### config.mk
export PLATFORM = sky130hd
export DESIGN_NAME = fp_exc_arbiter
export DESIGN_NICKNAME = d
export VERILOG_FILES = /design/src/rtl/fpx_pkg.sv /design/src/rtl/fpx_invalid_detect.sv /design/src/rtl/fpx_status_resolve.sv /design/src/rtl/fpx_ctrl_reg.sv /design/src/rtl/fp_exc_arbiter.sv
export SDC_FILE = /design/constraint.sdc
export NUM_CORES = 1
export LEC_CHECK = 0
export BUFFER_PORTS_ARGS = -buffer_cell sky130_fd_sc_hd__buf_2
export CORE_MARGIN = 2
export CORE_UTILIZATION = 36
export CTS_CLUSTER_SIZE = 12
export DETAILED_ROUTE_END_ITERATION = 8
export GPL_ROUTABILITY_DRIVEN = 1
export GPL_TIMING_DRIVEN = 0
export HOLD_SLACK_MARGIN = 0.08
export PLACE_DENSITY = 0.78
export SYNTH_ARGS = -nofsm -noshare
export SYNTH_HDL_FRONTEND = slang
export SYNTH_SLANG_ARGS = --single-unit
### constraint.sdc
create_clock -name clk -period 2.96 [get_ports clk]
set_input_delay 0.592 -clock clk [delete_from_list [all_inputs] [get_ports clk]]
set_output_delay 0.592 -clock clk [all_outputs]
set_load 0.01 [all_outputs]
### src/rtl/fpx_pkg.sv
package fpx_pkg;

    localparam int NX    = 5;
    localparam int X_I   = 0;
    localparam int X_U   = 1;
    localparam int X_O   = 2;
    localparam int X_Z   = 3;
    localparam int X_V   = 4;

    localparam int NST    = 5;
    localparam int ST_INX = 0;
    localparam int ST_RND = 1;
    localparam int ST_DEN = 2;
    localparam int ST_UNF = 3;
    localparam int ST_OVF = 4;

    localparam int NOPND  = 3;
    localparam int NTIER  = 3;

    typedef enum logic [2:0] {
        CLS_ZERO = 3'd0,
        CLS_NUM  = 3'd1,
        CLS_INF  = 3'd2,
        CLS_QNAN = 3'd3,
        CLS_SNAN = 3'd4
    } fcls_e;

    typedef enum logic [2:0] {
        OP_ADD   = 3'd0,
        OP_SUB   = 3'd1,
        OP_MUL   = 3'd2,
        OP_DIV   = 3'd3,
        OP_FMADD = 3'd4,
        OP_FMSUB = 3'd5
    } fop_e;

    typedef struct packed {
        logic [2:0] cls;
        logic       neg;
    } fopnd_t;

    typedef logic [NX-1:0]  xvec_t;
    typedef logic [NST-1:0] stvec_t;

    typedef struct packed {
        logic  we;
        logic  qnan;
        xvec_t cause;
    } fdecide_t;

    function automatic logic is_zero(fopnd_t o);
        return o.cls == CLS_ZERO;
    endfunction

    function automatic logic is_num(fopnd_t o);
        return o.cls == CLS_NUM;
    endfunction

    function automatic logic is_inf(fopnd_t o);
        return o.cls == CLS_INF;
    endfunction

    function automatic logic is_snan(fopnd_t o);
        return o.cls == CLS_SNAN;
    endfunction

    function automatic logic is_fused(logic [2:0] op);
        return (op == OP_FMADD) || (op == OP_FMSUB);
    endfunction

    function automatic logic is_mul_like(logic [2:0] op);
        return (op == OP_MUL) || is_fused(op);
    endfunction

    // cause bit selected by each status tier, highest priority first
    function automatic int tier_bit(int t);
        case (t)
            0:       return X_O;
            1:       return X_U;
            default: return X_I;
        endcase
    endfunction

endpackage

### src/rtl/fpx_invalid_detect.sv
module fpx_invalid_detect
    import fpx_pkg::*;
#(
    parameter int NOPS = NOPND
) (
    input  logic [2:0]            op,
    input  fopnd_t [NOPS-1:0]     opnd,
    output logic                  invalid,
    output logic                  zdiv_case
);

    logic [NOPS-1:0] live;
    logic [NOPS-1:0] snan_hit;

    genvar gi;
    generate
        for (gi = 0; gi < NOPS; gi++) begin : g_opnd
            if (gi < 2) begin : g_always_used
                assign live[gi] = 1'b1;
            end else begin : g_fused_only
                assign live[gi] = is_fused(op);
            end
            assign snan_hit[gi] = live[gi] & is_snan(opnd[gi]);
        end
    endgenerate

    fopnd_t a, b, c;
    assign a = opnd[0];
    assign b = opnd[1];
    assign c = opnd[2];

    logic both_inf, both_zero, inf_by_zero;
    logic prod_inf, prod_neg, fused_clash;
    logic kind_bad;

    always_comb begin
        both_inf    = is_inf(a) & is_inf(b);
        both_zero   = is_zero(a) & is_zero(b);
        inf_by_zero = (is_inf(a) & is_zero(b)) | (is_zero(a) & is_inf(b));

        prod_inf    = (is_inf(a) | is_inf(b)) &
                      (is_inf(a) | is_num(a)) & (is_inf(b) | is_num(b));
        prod_neg    = a.neg ^ b.neg;
        fused_clash = 1'b0;
        if (prod_inf && is_inf(c)) begin
            if (op == OP_FMADD)
                fused_clash = (prod_neg != c.neg);
            else if (op == OP_FMSUB)
                fused_clash = (prod_neg == c.neg);
        end

        kind_bad = 1'b0;
        case (op)
            OP_ADD:  kind_bad = both_inf & (a.neg != b.neg);
            OP_SUB:  kind_bad = both_inf & (a.neg == b.neg);
            OP_DIV:  kind_bad = both_inf | both_zero;
            default: kind_bad = 1'b0;
        endcase
        if (is_mul_like(op))
            kind_bad = inf_by_zero | fused_clash;

        invalid   = (|snan_hit) | kind_bad;
        zdiv_case = (op == OP_DIV) & is_num(a) & is_zero(b);
    end

endmodule

### src/rtl/fpx_status_resolve.sv
module fpx_status_resolve
    import fpx_pkg::*;
(
    input  stvec_t raw,
    input  xvec_t  en,
    output xvec_t  pick
);

    logic [NTIER-1:0] tier_hit;

    assign tier_hit[0] = raw[ST_OVF] & en[X_O];
    assign tier_hit[1] = (raw[ST_UNF] | raw[ST_DEN]) & en[X_U];
    assign tier_hit[2] = (raw[ST_INX] | raw[ST_RND]) & en[X_I];

    always_comb begin
        pick = '0;
        for (int t = 0; t < NTIER; t++) begin
            if (tier_hit[t] && (pick == '0))
                pick[tier_bit(t)] = 1'b1;
        end
    end

endmodule

### src/rtl/fpx_ctrl_reg.sv
module fpx_ctrl_reg
    import fpx_pkg::*;
#(
    parameter int DATA_W    = 32,
    parameter int CAUSE_LSB = 0,
    parameter int EN_LSB    = 8
) (
    input  logic              clk,
    input  logic              rst,
    input  logic              sw_we,
    input  logic [DATA_W-1:0] sw_wdata,
    input  logic              op_done,
    input  xvec_t             op_cause,
    output logic [DATA_W-1:0] rdata,
    output xvec_t             en
);

    xvec_t cause_q;
    xvec_t en_q;

    genvar gi;
    generate
        for (gi = 0; gi < NX; gi++) begin : g_bit
            always_ff @(posedge clk) begin
                if (rst)
                    en_q[gi] <= 1'b0;
                else if (sw_we)
                    en_q[gi] <= sw_wdata[EN_LSB + gi];
            end

            always_ff @(posedge clk) begin
                if (rst)
                    cause_q[gi] <= 1'b0;
                else if (op_done)
                    cause_q[gi] <= op_cause[gi];
                else if (sw_we)
                    cause_q[gi] <= sw_wdata[CAUSE_LSB + gi];
            end
        end
    endgenerate

    logic unused_wbits;
    assign unused_wbits = ^sw_wdata;

    always_comb begin
        rdata                     = '0;
        rdata[CAUSE_LSB +: NX]    = cause_q;
        rdata[EN_LSB +: NX]       = en_q;
    end

    assign en = en_q;

endmodule

### src/rtl/fp_exc_arbiter.sv
module fp_exc_arbiter
    import fpx_pkg::*;
#(
    parameter int DATA_W    = 32,
    parameter int CAUSE_LSB = 0,
    parameter int EN_LSB    = 8
) (
    input  logic              clk,
    input  logic              rst,
    input  logic              csr_we,
    input  logic [DATA_W-1:0] csr_wdata,
    output logic [DATA_W-1:0] csr_rdata,
    input  logic              op_valid,
    input  logic [2:0]        op_kind,
    input  logic [2:0]        a_cls,
    input  logic              a_neg,
    input  logic [2:0]        b_cls,
    input  logic              b_neg,
    input  logic [2:0]        c_cls,
    input  logic              c_neg,
    input  logic [NST-1:0]    raw_status,
    output logic              res_we,
    output logic              res_force_qnan,
    output logic              trap_req
);

    fopnd_t [NOPND-1:0] opnd;
    assign opnd[0] = '{cls: a_cls, neg: a_neg};
    assign opnd[1] = '{cls: b_cls, neg: b_neg};
    assign opnd[2] = '{cls: c_cls, neg: c_neg};

    logic     invalid, zdiv_case;
    xvec_t    en, resolved;
    fdecide_t dec;

    fpx_invalid_detect #(.NOPS(NOPND)) u_invalid (
        .op        (op_kind),
        .opnd      (opnd),
        .invalid   (invalid),
        .zdiv_case (zdiv_case)
    );

    fpx_status_resolve u_status (
        .raw  (raw_status),
        .en   (en),
        .pick (resolved)
    );

    always_comb begin
        dec = '0;
        if (!op_valid) begin
            dec = '0;
        end else if (invalid) begin
            if (en[X_V]) begin
                dec.cause[X_V] = 1'b1;
            end else begin
                dec.we   = 1'b1;
                dec.qnan = 1'b1;
            end
        end else if (zdiv_case && en[X_Z]) begin
            dec.cause[X_Z] = 1'b1;
        end else begin
            dec.cause = resolved;
            dec.we    = (resolved == '0);
        end
    end

    fpx_ctrl_reg #(
        .DATA_W    (DATA_W),
        .CAUSE_LSB (CAUSE_LSB),
        .EN_LSB    (EN_LSB)
    ) u_ctrl (
        .clk      (clk),
        .rst      (rst),
        .sw_we    (csr_we),
        .sw_wdata (csr_wdata),
        .op_done  (op_valid),
        .op_cause (dec.cause),
        .rdata    (csr_rdata),
        .en       (en)
    );

    assign res_we         = dec.we;
    assign res_force_qnan = dec.qnan;
    assign trap_req       = |dec.cause;

endmodule

# Word level (Yosys, flattened, before mapping)

Index checks and enable logic that the tools add are counted.
W data, S select, Z words.

Multiplexer cells: 38
Eq/ne operators: 17
Bitwise operators: 26
Magnitude comparators: 6
Reduce and logical (&&, ||, !) cells: 18

Operators by type and width:

| kind                  | count |
|---|---|
| $ge A32 B1 Y1 const B | 3 |
| $lt A32 B5 Y1 const B | 3 |
| $mux W32              | 3 |
| $mux W1               | 24 |
| $eq A3 B2 Y1 const B  | 5 |
| $eq A3 B3 Y1 const B  | 5 |
| $logic_not A5 Y1      | 3 |
| $mux W5               | 3 |
| $and A1 B1 Y1         | 14 |
| $or A5 B5 Y5          | 2 |
| $demux W1 S3          | 3 |
| $eq A3 B1 Y1 const B  | 3 |
| $logic_not A3 Y1      | 3 |
| $or A1 B1 Y1          | 9 |
| $logic_and A1 B1 Y1   | 7 |
| $mux W7               | 1 |
| $reduce_or A5 Y1      | 1 |
| $mux W4               | 1 |
| $mux W3               | 1 |
| $pmux W1 S3           | 1 |
| $reduce_or A3 Y1      | 1 |
| $eq A1 B1 Y1          | 2 |
| $logic_or A1 B1 Y1    | 2 |
| $mux W2               | 1 |
| other kinds (3)       | 4 |

Output and inout port bits: 35
Word-level logic and storage cells: 115
Flip-flop bits (word level): 10
Bits of input ports: 56

# Logic depth before layout (Yosys ltp)

Gate-level depths: netlist of the first run.

Word-level depth: 30
Mapped depth: 7
Depth with buffers taken out: 6

# Modules after synthesis

From an unflattened synthesis of the first run, not the netlist that was laid out.

Cells, all modules: 121
Area total of the unflattened synthesis: 987.2 um^2

Modules (own cells, without submodules):

| module             | cells each | times used | seq. area each (um^2) | area each (um^2) |
|---|---|---|---|---|
| fpx_ctrl_reg       | 66         | 1          | 200.2                 | 613.1 |
| fpx_invalid_detect | 30         | 1          | 0.0                   | 216.5 |
| fp_exc_arbiter     | 17         | 1          | 0.0                   | 106.4 |
| fpx_status_resolve | 8          | 1          | 0.0                   | 51.3 |

# Worst setup path before layout of the first run

No wires, ideal clock.

Path type: input-to-output
Start: input a_cls[1]
End: output res_we
Data arrival time: 1.958 ns
Stages: 7
Slack: 0.410 ns
Cell sequence: buf_6 -> xnor3_1 -> nor3b_1 -> o311a_1 -> or2_1 -> o21ai_0 -> and3_1

Cells in the longest elaborated chain, start to end: 11

RTL lines:

| element                                      | line                                               | text |
|---|---|---|
| start: declaration                           | fp_exc_arbiter.sv:15                               | `input logic [2:0] a_cls,` |
| $eq A3 B2 Y1 or $eq A3 B1 Y1 (tied branches) | fpx_pkg.sv:60, fpx_pkg.sv:56                       |  |
| $or A1 B1 Y1, on equally long branches       | fpx_invalid_detect.sv:41, fpx_invalid_detect.sv:42 |  |
| $and A1 B1 Y1                                | fpx_invalid_detect.sv:41                           | `prod_inf = (is_inf(a) \| is_inf(b)) &` |
| $and A1 B1 Y1                                | fpx_invalid_detect.sv:42                           | `(is_inf(a) \| is_num(a)) & (is_inf(b) \| is_num(b));` |
| $logic_and A1 B1 Y1                          | fpx_invalid_detect.sv:45                           | `if (prod_inf && is_inf(c)) begin` |
| $mux W1                                      | fpx_invalid_detect.sv:45                           |  |
| $or A1 B1 Y1                                 | fpx_invalid_detect.sv:60                           | `kind_bad = inf_by_zero \| fused_clash;` |
| $mux W1                                      | fpx_invalid_detect.sv:59                           | `if (is_mul_like(op))` |
| $or A1 B1 Y1                                 | fpx_invalid_detect.sv:62                           | `invalid = (\|snan_hit) \| kind_bad;` |
| $mux W1 *                                    | fp_exc_arbiter.sv:53                               | `end else if (invalid) begin` |
| $mux W7 *                                    | fp_exc_arbiter.sv:51                               | `if (!op_valid) begin` |
| end: declaration                             | fp_exc_arbiter.sv:22                               | `output logic res_we,` |

Every way passes the cells marked *; elsewhere a longest branch is shown, timed or not.

# Worst setup path in the final report of the first run

Start: input op_kind[0]
End: output res_we

Cells in the longest elaborated chain, start to end: 9

RTL lines:

| element            | line                                    | text |
|---|---|---|
| start: declaration | fp_exc_arbiter.sv:14                    | `input logic [2:0] op_kind,` |
| $eq A3 B3 Y1       | fpx_pkg.sv:68, fpx_invalid_detect.sv:48 |  |
| $mux W1            | fpx_invalid_detect.sv:48                | `else if (op == OP_FMSUB)` |
| $mux W1            | fpx_invalid_detect.sv:46                | `if (op == OP_FMADD)` |
| $mux W1            | fpx_invalid_detect.sv:45                |  |
| $or A1 B1 Y1       | fpx_invalid_detect.sv:60                |  |
| $mux W1            | fpx_invalid_detect.sv:59                |  |
| $or A1 B1 Y1       | fpx_invalid_detect.sv:62                |  |
| $mux W1 *          | fp_exc_arbiter.sv:53                    |  |
| $mux W7 *          | fp_exc_arbiter.sv:51                    |  |

Marked as above.

==> flow_summary.yaml, run 1 <==
critical_path:
  cp_cell_sequence: "buf_2, xnor3_1, nor3b_1, o311a_1, or2_1, o21ai_1, and3_1, buf_2"
  critical_path_peak_fanout: 4
  endpoint_kind: "primary output"
  crit_arrival_ns: 2.21
  cp_top_family: "compound AO/OA/AOI/OAI gates"
  crit_top_cell: "buf_2"
  cp.required_ns: 2.37
  worst-path-buf-inv: 2
  critical_path_class: "primary input to primary output"
  slowest_delay_ns: 0.35
  start_kind: "primary input"
  cp_slowest_cell: "xnor3_1"
global_routing:
  grt_antenna_before_repair: 0
  grt_max_degree: 11
  grt_first_pass_wirelength_mm: 2.71
  gr-total-overflow: 0
  grt_pass1_vias: 701
  grtUsageTotal_pct: 12.3
clocking:
  ctsLongestPathBuffers: 2
  insertion_delay_ns: 0.27
  cts-root-buf: "clkbuf_4"
  post_cts_buffers: 0
  htree_levels: 1
  cts_tree: "done"
  path_clk_slew_ns: 0.06
  cts_buffers: 3
  clock_sinks: 10
detailed_routing:
  drtIter0Drc: 16
  vias_per_cell: 4.32
  ant_nets: 0
  totalWireLength_mm: 1.83
  drc: 0
  wl_per_cell_um: 8.80
  dr.pass1.iters: 3
  vias: 899
power:
  ir_drop_v: 0.000236
  p_per_area_nw_per_um2: 316
  power_mw: 0.407
  leakage_nw: 0.729
layout:
  design_area_um2: 1280
  n_antenna_cell: 0
  fin_util_pct: 52.3
  area_delta_synth_final_pct: 40.1
  instances_no_fill: 208
  drive_above_1_share_pct: 43.3
  nNetsFinal: 235
floorplan:
  rows: 18
  ios: 91
  start_util_pct: 37.4
  dieHeight_um: 54.5
  core-area_um2: 2450
  die_w_um: 54.5
  dieArea_um2: 2970
synthesis:
  yosys_warnings: 0
  synth_largest_area_cell: "dfxtp_1"
  yosysMostFrequentCell: "buf_4"
  syn_avg_cell_area_um2: 8.34
  async_flop_share_pct: 0
  synthTopCellsByArea: "dfxtp_1, buf_4, mux2i_1, nor2_1, xnor3_1"
  synth_flop_cell: "dfxtp_1"
  synth_largest_type_area_fraction_pct: 21.8
  netlist_area_um2: 917
  synth_commonest_cells: "buf_4, nor2_1, dfxtp_1, mux2i_1, nand2_1"
  syn-instance-count: 110
  synth_cell_type_count: 40
  synth_seq_cells: 10
  ys_seq_area_share_pct: 21.8
  synth_enable_flop_cells: 0
placed_design:
  dp.cells: 204
  portBuffers: 43
  dpl_cell_area_um2: 1250
  hpwl_mm: 1.63
  gp_congestion: 0.758
sta:
  worst_pin_slew_ns: 0.651
  hold_viol: 0
  setup-violations-final: 0
  max_freq_ghz: 0.358
  fin_tns_setup_ns: 0
  rsz0062_at_grt: "false"
  slew_headroom_pct: 56.6
  slew_violations: 0
  skew_ns: 0.00673
  finalCritPeriodShare_pct: 94.5
  fin_crit_ns: 2.80
run_status:
  status: "complete, no violations"
run:
  cap_violations: 0
hold_path:
  hold_path.class: "flip-flop to flip-flop"
-- cells by family after synthesis --
family,after synthesis,synth area share [%]
and+or+nand+nor,41,24.4
AOI/OAI and AO/OA,13,9.28
buffers and inverters,27,22.2
xor gates and xnor gates,7,9.69
muxes,11,12.1
other,1,0.409
DFF,10,21.8
-- power breakdown --
part | total, mW | switching (mW) | leakage (nW) | internal (mW)
sequential | 0.146 | 0.00419 | 0.0822 | 0.142
clock | 0.121 | 0.0460 | 0.0210 | 0.0747
combinational | 0.140 | 0.0648 | 0.625 | 0.0749
total | 0.407 | 0.115 | 0.729 | 0.292
-- per-stage QoR --
stage / worst slack, ns / hold WS (ns)
detailed placement: 0.109 / 0.504
CTS: 0.104 / 0.520
finish: 0.163 / 0.516
global placement: 0.157 / 0.500
floorplan: 0.410 / 0.522
global route: 0.0591 / 0.551
-- repair_timing --
action,CTS,global route
gates resized for setup,0,1
endpoints found under the setup margin,0,1
hold buffers,0,0
endpoints found under the hold margin,0,0
-- worst register-to-register path, delay by kind of cell, from the launching register on --
| kind | cells | cell delay [ns] |
|---|---|---|
| DFF | 1 | 0.34 |
| and+or+nand+nor | 1 | 0.66 |
| AOI/OAI and AO/OA | 2 | 0.28 |
-- flip-flops by register name, indices dropped and copies added, names as in the netlist --
| name | cells |
|---|---|
| u_ctrl.rdata | 5 |
| u_ctrl.en | 5 |
-- per-layer routing --
metal  wire length (um)  global-route usage [%]  vias to the layer above  share of wire (%)
met3                212                    1.64                        4                 12
met4                 21                    6.25                        0                1.1
met5                  0                       0                        -                  0
met1                806                    14.9                      368                 44
li1                   -                       -                      479                  -
met2                789                    21.1                       48                 43
-- cells in the final DEF (no fill, tap or decap), types with 3 or more instances in the layout --
cell	instances
mux2i_1	10
a21oi_1	3
conb_1	22
buf_2	43
dfxtp_1	10
buf_4	23
clkbuf_4	3
nand2_1	6
xnor2_1	4
nor2_1	15
-- cell type report --
class                           count  area (um^2)
Clock buffer                        4         36.3
Fill cell                         262         1170
Buffer                             26          200
Tap cell                           30         37.5
Timing Repair Buffer               43          215
Inverter                            1         3.75
Multi-Input combinational cell     94          592
Sequential cell                    10          200
-- path summary, 6_finish.rpt --
check	end	cells after the start	from	slack, ns
max reg2reg	u_ctrl.rdata[1]	3	u_ctrl.en[1]	1.63
min	u_ctrl.en[1]	2	u_ctrl.en[1]	0.52
max	res_we	8	op_kind[0]	0.16
min reg2reg	u_ctrl.en[1]	2	u_ctrl.en[1]	0.52
No activity file was read; power rests on OpenSTA's default activity.
==> run 2: changes to the inputs <==
--- a/config.mk
+++ b/config.mk
@@ -13,3 +13,2 @@
 export GPL_ROUTABILITY_DRIVEN = 1
-export GPL_TIMING_DRIVEN = 0
 export HOLD_SLACK_MARGIN = 0.08
==> constraint.sdc (replaced) <==
create_clock -name clk -period 3.15 [get_ports clk]
set_input_delay 0.315 -clock clk [delete_from_list [all_inputs] [get_ports clk]]
set_output_delay 0.315 -clock clk [all_outputs]
set_load 0.01 [all_outputs]
==> run 2 against run 1 <==
  * Sequential cell count unchanged
  * Clock-buffer cell count unchanged
  * Clock power fell by 3%
  * Power shrank 11%
  * Final cell count decreased by 11%
  * Setup slack gained 0.71 ns
  * Highest routed layer unchanged
==> flow_summary.yaml, run 2 (synthesis gave the netlist of run 1 again) <==
clocking:
  cts.repair.resized: 0
  post_cts_buffers: 0
  hold_buffers: 0
  clock_sinks: 10
  cts_tree: "done"
  htree_levels: 1
  ctsLongestPathBuffers: 2
  path_clk_slew_ns: 0.07
  insertion_delay_ns: 0.27
  cts-root-buf: "clkbuf_4"
  cts_buffers: 3
layout:
  fin_util_pct: 44.8
  nNetsFinal: 212
  seq_area_um2: 200
  area_delta_synth_final_pct: 19.9
  n_antenna_cell: 0
  mostFrequentLayoutCells: "buf_2, conb_1, nor2_1"
  final_common_cell: "buf_2"
  instances_no_fill: 185
  multi_input_area_um2: 592
  drive_above_1_share_pct: 36.1
  fillers: 262
floorplan:
  dieArea_um2: 2970
  die_w_um: 54.5
  dieHeight_um: 54.5
  rows: 18
  start_util_pct: 37.4
  core-area_um2: 2450
  ios: 91
global_routing:
  grt_max_degree: 12
  grt_first_pass_wirelength_mm: 2.56
  gr-total-overflow: 0
  grtUsageTotal_pct: 12.1
  grt_pass1_vias: 667
  grt_antenna_before_repair: 0
placed_design:
  hpwl_mm: 1.62
  dp.cells: 181
  portBuffers: 46
  gp_congestion: 0.702
run:
  cap_violations: 0
sta:
  hold_viol: 0
  rsz0062_at_grt: "false"
  holdWs_ns: 0.273
  max_freq_ghz: 0.438
  fin_crit_ns: 2.28
  fin_tns_setup_ns: 0
  skew_ns: 0.00790
  finalCritPeriodShare_pct: 72.4
  setup-violations-final: 0
  slew_violations: 0
critical_path:
  worst-path-buf-inv: 2
  critical_path_peak_fanout: 4
  cp_top_family: "compound AO/OA/AOI/OAI gates"
  cp.required_ns: 2.83
  slowest_delay_ns: 0.36
  crit_top_cell: "buf_2"
  crit_arrival_ns: 1.97
  cp_slowest_cell: "xnor3_1"
  start_kind: "primary input"
  critical_path_class: "primary input to primary output"
  cp_cell_sequence: "buf_2, xnor3_1, nor3b_1, o311a_1, or2_1, o21ai_0, and3_1, buf_2"
  endpoint_kind: "primary output"
detailed_routing:
  top_layer: "met4"
  totalWireLength_mm: 1.86
  wl_per_cell_um: 10.0
  vias_per_cell: 4.56
  ant_nets: 0
  m1WireLength_um: 785
  vias: 844
  drtIter0Drc: 8
  wl_met3_um: 206
  dr_wl_met2_um: 823
  dr.pass1.iters: 4
  drc: 0
power:
  p_per_area_nw_per_um2: 330
  leakage_nw: 0.595
  power_mw: 0.363
  ir_drop_v: 0.000219
run_status:
  status: "complete, no violations"
hold_path:
  hold_path.class: "primary input to flip-flop"
==> run 2: tightest hold or removal path, delay by kind of cell <==
family | cells | cell delay [ns]
buffers and inverters | 1 | 0.07
AND/OR/NAND/NOR | 1 | 0.07
multiplexers | 1 | 0.05
==> run 2: path summary, 6_finish.rpt <==
kind | start | slack, ns | cells past startpoint | endpoint
setup / recovery | op_kind[0] | 0.87 | 8 | res_we
hold / removal | csr_wdata[12] | 0.27 | 3 | u_ctrl.en[4]
setup reg to reg | u_ctrl.en[1] | 1.80 | 3 | u_ctrl.rdata[1]
hold reg to reg | u_ctrl.en[0] | 0.51 | 2 | u_ctrl.en[0]
==> run 2: routing by layer <==
metal / vias to the layer above / GRT usage, %
met1: 362 / 14.0
met4: 0 / 8.75
met5: - / 0
li1: 431 / -
met2: 46 / 20.5
met3: 5 / 1.37
==> run 2: metrics by stage <==
step	setup WS (ns)	area [um^2]
global route	0.734	1100
global placement	0.896	1060
floorplan	1.15	996
finish	0.869	1100
CTS	0.877	1100
detailed placement	0.885	1060
==> run 2: where the power goes <==
group          leakage, nW  switching (mW)  internal, mW
combinational        0.492          0.0578        0.0508
sequential          0.0822         0.00398         0.133
clock               0.0210          0.0464        0.0703
==> run 2: area by class of cell <==
class	count	share of cell area, %
Clock buffer	4	3.30
Inverter	1	0.341
Multi-Input combinational cell	94	53.8
Sequential cell	10	18.2
Tap cell	30	3.41
Timing Repair Buffer	46	20.9
